**config.mk**
```make
export PLATFORM = sky130hd
export DESIGN_NAME = dma_cs
export DESIGN_NICKNAME = d
export VERILOG_FILES = /design/src/rtl/dma_cs_pkg.sv /design/src/rtl/dma_cs_edge.sv /design/src/rtl/dma_cs_prio.sv /design/src/rtl/dma_cs.sv
export SDC_FILE = /design/constraint.sdc
export NUM_CORES = 1
export LEC_CHECK = 0
export CORE_AREA = 4 4 200 202
export CTS_BUF_LIST = sky130_fd_sc_hd__clkbuf_16
export DETAILED_ROUTE_END_ITERATION = 10
export DIE_AREA = 0 0 204 206
export GPL_TIMING_DRIVEN = 0
export PLACE_DENSITY_LB_ADDON = 0.05
export SLEW_MARGIN = 20
export SYNTH_ARGS = -nofsm -noshare
export SYNTH_HDL_FRONTEND = slang
export SYNTH_SLANG_ARGS = --single-unit
```
**constraint.sdc**
```tcl
create_clock -name clk -period 5.1 [get_ports clk]
set_clock_uncertainty 0.2 [all_clocks]
set_input_delay 1.02 -clock clk [delete_from_list [all_inputs] [get_ports clk]]
set_output_delay 1.02 -clock clk [all_outputs]
set_load 0.01 [all_outputs]
```
**src/rtl/dma_cs_pkg.sv**
```systemverilog
package dma_cs_pkg;
    typedef enum logic [1:0] {
        ST_IDLE = 2'd0,
        ST_REQ  = 2'd1,
        ST_RD   = 2'd2,
        ST_WR   = 2'd3
    } dma_st_e;

    localparam int DIR_SRC_BIT = 0;
    localparam int DIR_DST_BIT = 1;
    localparam int DIR_W       = 2;
endpackage

```
**src/rtl/dma_cs_edge.sv**
```systemverilog
module dma_cs_edge #(
    parameter int NCH = 4
) (
    input  logic           clk,
    input  logic           rst_n,
    input  logic [NCH-1:0] pin,
    input  logic [NCH-1:0] sw,
    input  logic [NCH-1:0] both,
    output logic [NCH-1:0] hit
);
    logic [NCH-1:0] prev_q, prev_d;

    always_comb prev_d = pin;

    always_ff @(posedge clk or negedge rst_n) begin
        if (!rst_n) prev_q <= '0;
        else        prev_q <= prev_d;
    end

    for (genvar g = 0; g < NCH; g++) begin : g_edge
        assign hit[g] = sw[g] | (both[g] ? (prev_q[g] ^ pin[g])
                                         : (prev_q[g] & ~pin[g]));
    end
endmodule

```
**src/rtl/dma_cs_prio.sv**
```systemverilog
module dma_cs_prio #(
    parameter int NCH = 4,
    parameter int IW  = 2
) (
    input  logic [NCH-1:0] req,
    output logic           any,
    output logic [IW-1:0]  idx
);
    always_comb begin
        any = |req;
        idx = '0;
        for (int i = NCH - 1; i >= 0; i--) begin
            if (req[i]) idx = IW'(i);
        end
    end
endmodule

```
**src/rtl/dma_cs.sv**
```systemverilog
module dma_cs
    import dma_cs_pkg::*;
#(
    parameter int NCH = 4,
    parameter int AW  = 20,
    parameter int CW  = 16
) (
    input  logic                 clk,
    input  logic                 rst_n,
    input  logic [NCH-1:0]       cfg_en,
    input  logic [NCH-1:0]       cfg_word,
    input  logic [NCH-1:0]       cfg_repeat,
    input  logic [NCH-1:0]       cfg_both,
    input  logic [DIR_W*NCH-1:0] cfg_dir,
    input  logic [AW*NCH-1:0]    cfg_src,
    input  logic [AW*NCH-1:0]    cfg_dst,
    input  logic [CW*NCH-1:0]    cfg_reload,
    input  logic [NCH-1:0]       trig_in,
    input  logic [NCH-1:0]       sw_trig,
    output logic                 bus_req,
    input  logic                 bus_gnt,
    output logic [AW-1:0]        mem_addr,
    output logic                 mem_rd,
    output logic                 mem_wr,
    output logic                 mem_word,
    output logic [15:0]          mem_wdata,
    input  logic [15:0]          mem_rdata,
    output logic [NCH-1:0]       irq
);
    localparam int IW = (NCH > 1) ? $clog2(NCH) : 1;

    typedef struct packed {
        dma_st_e                 st;
        logic [IW-1:0]           cur;
        logic [NCH-1:0]          pend;
        logic [NCH-1:0]          loaded;
        logic [NCH-1:0]          done;
        logic [NCH-1:0]          irq;
        logic [NCH-1:0][AW-1:0]  ptr;
        logic [NCH-1:0][CW-1:0]  cnt;
    } state_t;

    state_t q, d;

    logic [NCH-1:0] hit;
    logic           arb_any;
    logic [IW-1:0]  arb_idx;

    dma_cs_edge #(.NCH(NCH)) i_edge (
        .clk   (clk),
        .rst_n (rst_n),
        .pin   (trig_in),
        .sw    (sw_trig),
        .both  (cfg_both),
        .hit   (hit)
    );

    dma_cs_prio #(.NCH(NCH), .IW(IW)) i_prio (
        .req (q.pend & cfg_en & ~q.done),
        .any (arb_any),
        .idx (arb_idx)
    );

    // Working view of the channel being served
    int            chi;
    logic          src_fwd, dst_fwd;
    logic [AW-1:0] c_src, c_dst, base_ptr;
    logic [CW-1:0] base_cnt;

    always_comb begin
        chi      = int'(q.cur);
        c_src    = cfg_src[chi*AW +: AW];
        c_dst    = cfg_dst[chi*AW +: AW];
        src_fwd  = cfg_dir[chi*DIR_W + DIR_SRC_BIT];
        dst_fwd  = cfg_dir[chi*DIR_W + DIR_DST_BIT] & ~src_fwd;
        base_ptr = q.loaded[chi] ? q.ptr[chi]
                                 : (src_fwd ? c_src : c_dst);
        base_cnt = q.loaded[chi] ? q.cnt[chi] : cfg_reload[chi*CW +: CW];
    end

    always_comb begin
        d     = q;
        d.irq = '0;
        unique case (q.st)
            ST_IDLE: begin
                if (arb_any) begin
                    d.cur = arb_idx;
                    d.st  = ST_REQ;
                end
            end
            ST_REQ: begin
                if (bus_gnt) d.st = ST_RD;
            end
            ST_RD: d.st = ST_WR;
            ST_WR: begin
                d.st        = ST_IDLE;
                d.pend[chi] = 1'b0;
                d.ptr[chi]  = base_ptr + (cfg_word[chi] ? AW'(2) : AW'(1));
                if (base_cnt == '0) begin
                    d.irq[chi] = 1'b1;
                    if (cfg_repeat[chi]) begin
                        d.loaded[chi] = 1'b0;
                    end else begin
                        d.loaded[chi] = 1'b1;
                        d.done[chi]   = 1'b1;
                    end
                end else begin
                    d.cnt[chi]    = base_cnt - CW'(1);
                    d.loaded[chi] = 1'b1;
                end
            end
            default: d.st = ST_IDLE;
        endcase
        d.pend   = (d.pend | (hit & ~d.done)) & cfg_en;
        d.loaded = d.loaded & cfg_en;
        d.done   = d.done & cfg_en;
    end

    always_ff @(posedge clk or negedge rst_n) begin
        if (!rst_n) begin
            q    <= '0;
            q.st <= ST_IDLE;
        end else begin
            q <= d;
        end
    end

    always_comb begin
        bus_req   = (q.st != ST_IDLE);
        mem_rd    = (q.st == ST_RD);
        mem_wr    = (q.st == ST_WR);
        mem_word  = cfg_word[chi];
        mem_addr  = (q.st == ST_WR) ? (dst_fwd ? base_ptr : c_dst)
                                    : (src_fwd ? base_ptr : c_src);
        mem_wdata = mem_rdata;
        irq       = q.irq;
    end
endmodule

```
==> flow_summary.yaml, run 1 <==
setup_path:
  timing_worst_setup_path_type: "in2out"
  worst_r2r_startpoint: "chi[0]$_DFFE_PN0P_"
  worst_path_max_delay_cell: "sky130_fd_sc_hd__mux4_2"
  worstPathCellList: "clkdlybuf4s50_1, mux4_2, buf_6, buf_12, buf_4, nor2b_1, buf_2, buf_6, mux2i_2, a21oi_2, dlygate4sd2_1"
  crit_path_max_incr_delay_ps: 470
  worst-endpoint-arrival_ps: 3740
  cp-start-kind: "input port"
  reg2reg_setup_slack_ps: 320
  worstSetupEndpointType: "primary output"
  worst_r2r_path_depth: 17
  crit_path_max_fanout: 10
  worst-endpoint-required_ps: 3880
  path_depth: 11
  crit_top_cell: "sky130_fd_sc_hd__buf_6"
  critical_path.top_delay_family: "buffers and inverters"
  crit_buf_inv: 7
final_layout:
  synthToLayoutAreaGrowth_pct: 38.8
  finish.net_count: 1615
  fin_util_pct: 41.3
  post_route_cells_drive_above_1_share_pct: 20.7
  final_common_cell: "sky130_fd_sc_hd__clkdlybuf4s50_1"
  antenna-diode-count: 0
  nFillCells: 3761
  commonest_cells_after_routing_fill_and_taps_aside: "281 x sky130_fd_sc_hd__clkdlybuf4s50_1, 168 x sky130_fd_sc_hd__dfrtp_1, 123 x sky130_fd_sc_hd__nand2_1"
  finish.instance_area_sq_um: 15800
synthesis:
  netlist_instances: 1006
  netlist.top_cell.by_area: "sky130_fd_sc_hd__dfrtp_1"
  yosys.area_share.xor_xnor_pct: 2.08
  number_of_flops_mapped_to_enable_cells_by_yosys: 0
  synthSimpleGateAreaFrac_pct: 11.1
  synthTopCellsByArea: "sky130_fd_sc_hd__dfrtp_1 37%, sky130_fd_sc_hd__mux4_2 18%, sky130_fd_sc_hd__mux2i_1 5.0%"
  synthDominantCellAreaShare_pct: 36.9
  synth.yosys.warnings: 0
  synth_area_per_cell_sq_um: 11.3
  complex_gate_fraction_of_the_synthesized_area_pct: 10.2
  ys_seq_elements: 168
  synth.area.mux_share_pct: 31.2
  yosysSeqAreaShare_pct: 36.9
  synth-adder-area-share_pct: 1.49
  synth_async_sr_flop_share_pct: 100
  ys.flop_type: "sky130_fd_sc_hd__dfrtp_1"
  yosys.cell_types.count: 63
  syn-num-nets: 1294
  mappedNetlistArea_sq_um: 11400
  synth_top_family_by_area: "multiplexers"
power_and_ir_drop:
  cellPowerDensity_nw_per_um2: 634
  irDropWorstVdd_mv: 0.238
  switch_pwr_mw: 4.48
  p_leak_nw: 6.33
  power_frac_clock_pct: 12.3
  seq_power_share_pct: 22.3
  power.internal_mw: 5.54
  combinationalPowerShare_pct: 65.4
  switching_share_pct: 44.7
timing:
  timing.final.crit_share_pct: 97.3
  fin_worst_hold_slack_ps: 277
  timing.setup.tns_ps: 0
  period_minus_slack_ps: 4960
  clock.fmax_ghz: 0.202
  rsz0062_at_grt: "false"
  max_slew.worst_pin.slew_ps: 961
  finalHoldViolations: 0
  max_transition_viols_final: 0
  setup_viol: 0
  timing.final.ws_setup_ps: 140
  max_slew_margin_pct: 35.9
drt:
  drt_wl_total_microns: 44000
  wire_per_inst_microns: 23.7
  routed_via_density: 5.10
  drt_drc_violations_left: 0
  drtPass1Iterations: 6
  drt_first_iter_violations: 730
  final_antenna_net_count: 0
  vias: 9476
placed_design:
  pre_cts_ws_ps: -1050
  dpl_cell_area_sq_um: 15100
  count_of_input_and_output_buffers: 302
  dp.final_hpwl_microns: 33400
  final_weighted_congestion_in_routability_driven_placement: 0.812
clocking:
  cts_setup_buffers: 0
  cts_hold_buf: 0
  clk_pin_slew_worst_paths_ps: 60
  clock_tree_from_tritoncts: "built"
  cts.sink_count: 168
  cts_root_buffer: "sky130_fd_sc_hd__clkbuf_16"
  clk_path_buf_depth: 2
  clock_tree.htree_level_count: 4
  cts_buffers: 17
  clk-insertion-delay-late_ps: 440
run_status:
  outcome: "finished clean"
die:
  initial_core_utilization_pct: 29.8
  die-height_microns: 206
  floorplan.die.width_microns: 204
  placementRows: 72
  die_outline_area_sq_um: 42000
  core-area_sq_um: 38300
  ios: 319
worst_hold_path:
  holdCritPathClass: "reg2reg"
  min_path_cells: 2
grt:
  first_global_vias: 10065
  grt_util_all_layers_pct: 20.7
  grt_pass1_wl_microns: 64700
  globalRoute.totalOverflow: 0
  antenna_found_initial: 1
  grt_start_max_net_pins: 87
job:
  drv.max_cap_violation_count: 0
==> through the flow <==
| step | power, mW | instances |
|---|---|---|
| 5_1_grt | 10.7 | 1858 |
| 4_1_cts | 10.1 | 1859 |
| 3_5_place_dp | 8.76 | 1827 |
| 3_3_place_gp | 8.73 | 1826 |
| 6_report | 10.0 | 1858 |
| 2_1_floorplan | 6.45 | 1006 |
==> worst max-delay path by stage <==
stage / from / end
floorplan: chi[0]$_DFFE_PN0P_ / register
global placement: rst_n / async pin
detailed placement: cfg_dir[0] / mem_addr[16]
CTS: chi[0]$_DFFE_PN0P_ / mem_addr[6]
finish: cfg_dir[0] / mem_addr[8]
global route: chi[1]$_DFFE_PN0P_ / mem_addr[1]
==> routing by layer <==
metal,vias to the layer above,wire length [microns],GRT usage [%]
met5,-,13,0
met4,2,519,4.33
met3,37,2650,3.51
met2,312,21200,35.3
met1,4770,19600,27.8
li1,4355,-,-
==> power groups by stage <==
stage	clock network (mW)	logic [mW]	registers, mW
global route	1.33	7.13	2.29
floorplan	0	4.31	2.14
CTS	1.27	6.58	2.22
global placement	0	6.49	2.24
detailed placement	0	6.51	2.24
finish	1.24	6.55	2.23
==> cell type report <==
type / instances / area (sq um) / area share, %
Clock buffer: 17 / 425 / 2.69
Buffer: 101 / 862 / 5.45
Sequential cell: 168 / 4200 / 26.6
Timing Repair Buffer: 303 / 3020 / 19.1
Clock inverter: 15 / 114 / 0.720
Inverter: 17 / 63.8 / 0.404
Tap cell: 518 / 648 / 4.10
Multi-Input combinational cell: 719 / 6470 / 40.9
==> cells by family after synthesis <==
group | count (synthesis)
flip-flops | 168
multiplexers | 217
AND/OR/NAND/NOR | 273
adder cells (fa/ha/maj) | 13
XOR/XNOR | 27
buffers and inverters | 119
AO/OA/AOI/OAI | 189
==> Yosys cell counts, types with 10 or more instances <==
| library cell | n |
|---|---|
| sky130_fd_sc_hd__clkbuf_1 | 32 |
| sky130_fd_sc_hd__mux2_1 | 16 |
| sky130_fd_sc_hd__nand2_1 | 123 |
| sky130_fd_sc_hd__ha_1 | 12 |
| sky130_fd_sc_hd__nor3_1 | 10 |
| sky130_fd_sc_hd__nor2b_1 | 20 |
| sky130_fd_sc_hd__a31oi_1 | 21 |
| sky130_fd_sc_hd__mux4_2 | 89 |
| sky130_fd_sc_hd__inv_1 | 17 |
| sky130_fd_sc_hd__mux2_2 | 29 |
| sky130_fd_sc_hd__mux2_4 | 16 |
| sky130_fd_sc_hd__buf_4 | 27 |
| sky130_fd_sc_hd__a21oi_1 | 42 |
| sky130_fd_sc_hd__mux2i_1 | 57 |
| sky130_fd_sc_hd__xnor2_1 | 18 |
| sky130_fd_sc_hd__dfrtp_1 | 168 |
| sky130_fd_sc_hd__o21ai_0 | 62 |
| sky130_fd_sc_hd__buf_2 | 16 |
| sky130_fd_sc_hd__a211oi_1 | 22 |
| sky130_fd_sc_hd__nor2_1 | 73 |
| sky130_fd_sc_hd__buf_6 | 21 |
==> timing repair <==
action | in CTS | in global routing
resized for setup | 70 | 26
pin swaps | 1 | 3
endpoints found under the setup margin | 151 | 79
==> worst register-to-register path, stage by stage, from the launching register on <==
cell and delay, ps:
sky130_fd_sc_hd__dfrtp_1 340, sky130_fd_sc_hd__buf_6 150, sky130_fd_sc_hd__mux4_2 600, sky130_fd_sc_hd__buf_6 210, sky130_fd_sc_hd__buf_6 160, sky130_fd_sc_hd__buf_6 150
sky130_fd_sc_hd__buf_6 150, sky130_fd_sc_hd__buf_6 160, sky130_fd_sc_hd__buf_6 190, sky130_fd_sc_hd__buf_6 190, sky130_fd_sc_hd__o21ai_0 320, sky130_fd_sc_hd__ha_1 250
sky130_fd_sc_hd__inv_1 60, sky130_fd_sc_hd__fa_1 430, sky130_fd_sc_hd__clkbuf_2 290, sky130_fd_sc_hd__nor4_1 430, sky130_fd_sc_hd__xnor2_1 230, sky130_fd_sc_hd__o21ai_0 120
Note: power is estimated with default switching activity, not from simulation.
==> run 2, diff against run 1 <==
Settings changed: CTS_BUF_LIST sky130_fd_sc_hd__clkbuf_16 to not set.
==> run 2 against run 1 <==
Net effect:
- power is 0.68% higher
- largest cell class unchanged
- highest routed layer unchanged
- non-clock buffer count did not move
- largest power group unchanged
- clock-buffer cell count increased by 6
- cell area rose by 0.25%
- combinational power about the same
- sequential power hardly changed
==> flow_summary.yaml, run 2 (synthesized netlist as in run 1, its figures left out) <==
placed_design:
  numPlacedInstances: 1827
  count_of_input_and_output_buffers: 302
  dp.final_hpwl_microns: 33400
  pre_cts_ws_ps: -1050
  final_weighted_congestion_in_routability_driven_placement: 0.812
setup_path:
  cp-start-kind: "input port"
  timing_worst_setup_path_type: "in2out"
  worst_path_max_delay_cell: "sky130_fd_sc_hd__mux4_2"
  worstPathCellList: "clkdlybuf4s50_1, mux4_2, buf_6, buf_12, buf_4, mux2_2, mux2i_4, buf_6, mux2i_1, nor2_1, a21oi_2, clkbuf_2"
  worst-endpoint-required_ps: 3880
  worstSetupEndpointType: "primary output"
  worst_r2r_path_depth: 17
  crit_top_cell: "sky130_fd_sc_hd__buf_6"
  crit_path_max_incr_delay_ps: 470
  crit_path_max_fanout: 10
  worst-endpoint-arrival_ps: 3740
timing:
  setup_viol: 0
  max_transition_viols_final: 0
  timing.final.crit_share_pct: 97.3
  max_slew.worst_pin.slew_ps: 1000
  timing.final.ws_setup_ps: 135
  max_slew_margin_pct: 33.2
  rsz0062_at_grt: "false"
  clock.fmax_ghz: 0.201
  finalHoldViolations: 0
  period_minus_slack_ps: 4960
power_and_ir_drop:
  irDropWorstVdd_mv: 0.239
  seq_power_share_pct: 22.1
  switch_pwr_mw: 4.48
  combinationalPowerShare_pct: 64.9
  p_leak_nw: 6.35
  switching_share_pct: 44.4
  power_frac_clock_pct: 13.0
  power.internal_mw: 5.61
  cellPowerDensity_nw_per_um2: 636
  total_power_consumption_mw: 10.1
final_layout:
  finish.net_count: 1615
  final_common_cell: "sky130_fd_sc_hd__clkdlybuf4s50_1"
  synthToLayoutAreaGrowth_pct: 39.1
  commonest_cells_after_routing_fill_and_taps_aside: "281 x sky130_fd_sc_hd__clkdlybuf4s50_1, 168 x sky130_fd_sc_hd__dfrtp_1, 123 x sky130_fd_sc_hd__nand2_1"
  post_route_cells_drive_above_1_share_pct: 21.0
  final_cells: 1858
  antenna-diode-count: 0
grt:
  antenna_found_initial: 1
  globalRoute.totalOverflow: 0
  grt_pass1_wl_microns: 64700
  grt_util_all_layers_pct: 20.7
  first_global_vias: 10067
  grt_start_max_net_pins: 87
die:
  initial_core_utilization_pct: 29.8
  core-area_sq_um: 38300
  placementRows: 72
  die_outline_area_sq_um: 42000
  floorplan.die.width_microns: 204
  ios: 319
  die-height_microns: 206
clocking:
  clock_tree.htree_level_count: 4
  clk_pin_slew_worst_paths_ps: 70
  clk_path_buf_depth: 2
  clk-insertion-delay-late_ps: 440
  cts_root_buffer: "sky130_fd_sc_hd__clkbuf_16"
  cts_buffers: 17
  cts.sink_count: 168
  clock_tree_from_tritoncts: "built"
drt:
  drtPass1Iterations: 5
  routed_via_density: 5.12
  drt_first_iter_violations: 677
  drt_wl_total_microns: 44000
  wire_per_inst_microns: 23.7
  final_antenna_net_count: 0
  vias: 9508
  drt_drc_violations_left: 0
worst_hold_path:
  holdCritPathClass: "reg2reg"
  min_path_cells: 2
job:
  drv.max_cap_violation_count: 0
run_status:
  outcome: "finished clean"
-- run 2: changes by cell type in the layout (fill, tap and decap cells not counted), sizes merged --
cell / delta
clkbuf: +6
clkinv: -4
inv: -2
-- run 2: cell type report --
type | instances | area [sq um]
clock inverter | 9 | 91.3
clock buffer | 23 | 488
buffer | 101 | 862
tap | 518 | 648
timing repair buffer | 303 | 3020
inverter | 17 | 63.8
sequential | 168 | 4200
multi-input combinational | 719 | 6470
fill | 3757 | 22400
-- run 2: per-layer routing --
metal  vias to the layer above  track usage, %  wire length, microns
met5                         -               0                    13
met4                         2            4.33                   495
met3                        36            3.51                  2400
met2                       312            35.4                 21300
met1                      4806            27.8                 19800
li1                       4352               -                     -
-- run 2: power by group through the flow --
stage	Clock, mW	Sequential [mW]	Combinational [mW]
2_1_floorplan	0	2.14	4.31
3_3_place_gp	0	2.24	6.49
3_5_place_dp	0	2.24	6.51
4_1_cts	1.34	2.22	6.58
5_1_grt	1.39	2.29	7.13
6_report	1.31	2.23	6.55
-- run 2: worst max-delay path: cells and delay by family --
family / cells / cell delay (ps)
buf+inv: 6 / 1330
simple gates: 1 / 140
mux: 4 / 1150
compound gates: 1 / 90
-- run 2: path summary, 6_finish.rpt --
path / slack, ps / end / from
worst max-delay path: 140 / mem_addr[16] / cfg_dir[0]
worst min-delay path: 280 / register / register
worst max register to register: 340 / register / chi[0]$_DFFE_PN0P_
worst min register to register: 280 / register / register
max in group asynchronous: 3440 / i_edge.prev_q[1]$_DFF_PN0_ / rst_n
min in group asynchronous: 340 / async pin / rst_n
-- run 2: timing repair --
| action | CTS | global route |
|---|---|---|
| endpoints found under the setup margin | 150 | 79 |
| pin swaps | 1 | 3 |
| gates resized for setup | 70 | 26 |
| endpoints found under the hold margin | 0 | 0 |
| buffers inserted | 0 | 0 |
| hold buffers | 0 | 0 |
-- run 2: metrics by stage --
stage / instance area (sq um) / hold WS [ps] / utilization (%) / TNS (ps)
after global placement: 15100 / 258 / 39.3 / -859120
final: 15900 / 277 / 41.4 / 0
after detailed placement: 15100 / 267 / 39.4 / -61770
after global routing: 15900 / 298 / 41.4 / 0
after floorplan: 11400 / 240 / - / 0
after CTS: 15800 / 283 / 41.3 / -9.01
==> run 3, diff against run 2 <==
Settings changed: CORE_AREA 4 4 200 202 to 4 4 161 163, DIE_AREA 0 0 204 206 to 0 0 165 167, GPL_ROUTABILITY_DRIVEN set to 0.
==> run 3 against run 2 <==
Net effect:
- via count increased by 2.6%
- fmax decreased by 0.69%
- register-to-register slack got worse by 170 ps
- sequential share of layout area increased by 0.35 points
- hold slack improved by 2.7 ps
- sequential cell count unchanged
- first-iteration DRC count increased by 14%
- combinational power decreased by 2%
- critical path depth increased by 1
==> flow_summary.yaml, run 3 (synthesized netlist as in run 1, its figures left out) <==
power_and_ir_drop:
  p_leak_nw: 6.38
  cellPowerDensity_nw_per_um2: 642
  combinationalPowerShare_pct: 64.1
  total_power_consumption_mw: 10.1
  switch_pwr_mw: 4.39
  power.internal_mw: 5.67
  irDropWorstVdd_mv: 0.385
  switching_share_pct: 43.6
  seq_power_share_pct: 22.3
  power_frac_clock_pct: 13.6
grt:
  grt_start_max_net_pins: 89
  grt_pass1_wl_microns: 57100
  global_route.usage.met1_pct: 34.6
  first_global_vias: 10028
  globalRoute.totalOverflow: 0
  global_route.peak_usage_layer: "met2"
  grt_util_all_layers_pct: 27.4
  global_route.usage.met3_pct: 7.27
  antenna_found_initial: 3
  gr-usage-met2_pct: 45.5
final_layout:
  finish.net_count: 1619
  final_cells: 1671
  nFillCells: 1970
  synthToLayoutAreaGrowth_pct: 37.3
  commonest_cells_after_routing_fill_and_taps_aside: "281 x sky130_fd_sc_hd__clkdlybuf4s50_1, 168 x sky130_fd_sc_hd__dfrtp_1, 123 x sky130_fd_sc_hd__nand2_1"
  fin_util_pct: 64.3
  finish.instance_area_sq_um: 15600
  post_route_cells_drive_above_1_share_pct: 21.1
  final_common_cell: "sky130_fd_sc_hd__clkdlybuf4s50_1"
drt:
  routed_via_density: 5.84
  vias: 9751
  final_antenna_net_count: 0
  drt_first_iter_violations: 774
  drt_drc_violations_left: 0
  drtPass1Iterations: 5
  drt_wl_total_microns: 38900
  wire_per_inst_microns: 23.3
clocking:
  clock_tree_from_tritoncts: "built"
  clk-insertion-delay-late_ps: 440
  cts.sink_count: 168
  cts_buffers: 17
  clock_tree.htree_level_count: 4
  clk_path_buf_depth: 2
  clk_pin_slew_worst_paths_ps: 70
  cts_root_buffer: "sky130_fd_sc_hd__clkbuf_16"
die:
  ios: 319
  die_outline_area_sq_um: 27600
  floorplan.die.width_microns: 165
  die-height_microns: 167
  initial_core_utilization_pct: 46.9
  placementRows: 57
  core-area_sq_um: 24300
job:
  drv.max_cap_violation_count: 0
placed_design:
  dp.final_hpwl_microns: 29100
  numPlacedInstances: 1633
  pre_cts_ws_ps: -890
  dpl_cell_area_sq_um: 14900
  count_of_input_and_output_buffers: 302
setup_path:
  crit_path_max_fanout: 10
  cp-start-kind: "register"
  worst_r2r_path_depth: 16
  worst-endpoint-arrival_ps: 3780
  worst-endpoint-required_ps: 3880
  reg2reg_setup_slack_ps: 170
  worstSetupEndpointType: "primary output"
  worst_r2r_startpoint: "chi[0]$_DFFE_PN0P_"
  timing_worst_setup_path_type: "reg2out"
run_status:
  outcome: "finished clean"
timing:
  max_slew.worst_pin.slew_ps: 880
  fin_worst_hold_slack_ps: 280
  rsz0062_at_grt: "true"
  finalHoldViolations: 0
  timing.final.ws_setup_ps: 101
  period_minus_slack_ps: 5000
  timing.final.crit_share_pct: 98.0
  clock.fmax_ghz: 0.200
  max_slew_margin_pct: 41.3
  max_transition_viols_final: 0
  setup_viol: 0
  timing.setup.tns_ps: 0
worst_hold_path:
  min_path_cells: 2
  holdCritPathClass: "reg2reg"
-- run 3: power groups by stage --
stage / clock network (mW) / registers (mW) / logic [mW]
final: 1.37 / 2.24 / 6.44
after global routing: 1.44 / 2.29 / 6.92
after CTS: 1.37 / 2.23 / 6.32
after detailed placement: 0 / 2.25 / 6.28
after global placement: 0 / 2.22 / 6.20
after floorplan: 0 / 2.14 / 4.31
-- run 3: layout make-up --
cell class | count | area [sq um] | share of cell area [%]
multi-input combinational | 719 | 6450 | 41.2
sequential | 168 | 4200 | 26.9
timing repair buffer | 306 | 3040 | 19.4
buffer | 102 | 860 | 5.49
clock buffer | 17 | 425 | 2.72
tap | 324 | 405 | 2.59
clock inverter | 15 | 189 | 1.21
inverter | 17 | 63.8 | 0.408
antenna | 3 | 7.51 | 0.0480
-- run 3: worst max-delay path by stage --
| stage | depth (start not counted) | end | slack (ps) | start |
|---|---|---|---|---|
| 2_1_floorplan | 17 | register | 700 | chi[0]$_DFFE_PN0P_ |
| 3_3_place_gp | 1 | async pin | -4240 | rst_n |
| 3_5_place_dp | 10 | mem_addr[14] | -890 | cfg_dir[2] |
| 4_1_cts | 14 | mem_addr[16] | 1 | chi[1]$_DFFE_PN0P_ |
| 5_1_grt | 14 | mem_addr[0] | -20 | chi[0]$_DFFE_PN0P_ |
| 6_report | 13 | mem_addr[0] | 100 | chi[0]$_DFFE_PN0P_ |
-- run 3: what timing repair did --
action | CTS | global route
buffers inserted | 0 | 3
endpoints found under the setup margin | 117 | 59
pin swaps | 2 | 6
hold buffers | 0 | 0
resized for setup | 57 | 31
-- run 3: worst max-delay path: stages (launching register included) --
cell and delay [ps]:
sky130_fd_sc_hd__dfrtp_1 340, sky130_fd_sc_hd__buf_6 150, sky130_fd_sc_hd__mux4_2 600, sky130_fd_sc_hd__buf_6 210
sky130_fd_sc_hd__buf_6 160, sky130_fd_sc_hd__buf_6 150, sky130_fd_sc_hd__buf_6 150, sky130_fd_sc_hd__buf_6 150
sky130_fd_sc_hd__buf_4 210, sky130_fd_sc_hd__buf_4 230, sky130_fd_sc_hd__o21ai_0 350, sky130_fd_sc_hd__mux2i_1 130
sky130_fd_sc_hd__a21oi_1 200, sky130_fd_sc_hd__dlygate4sd2_1 310
-- run 3: metal layers --
metal  vias up  share of wire (%)
met5         -                  0
met4         0                3.5
met3        91                 10
met2       515                 48
met1      4778                 38
li1       4367                  -
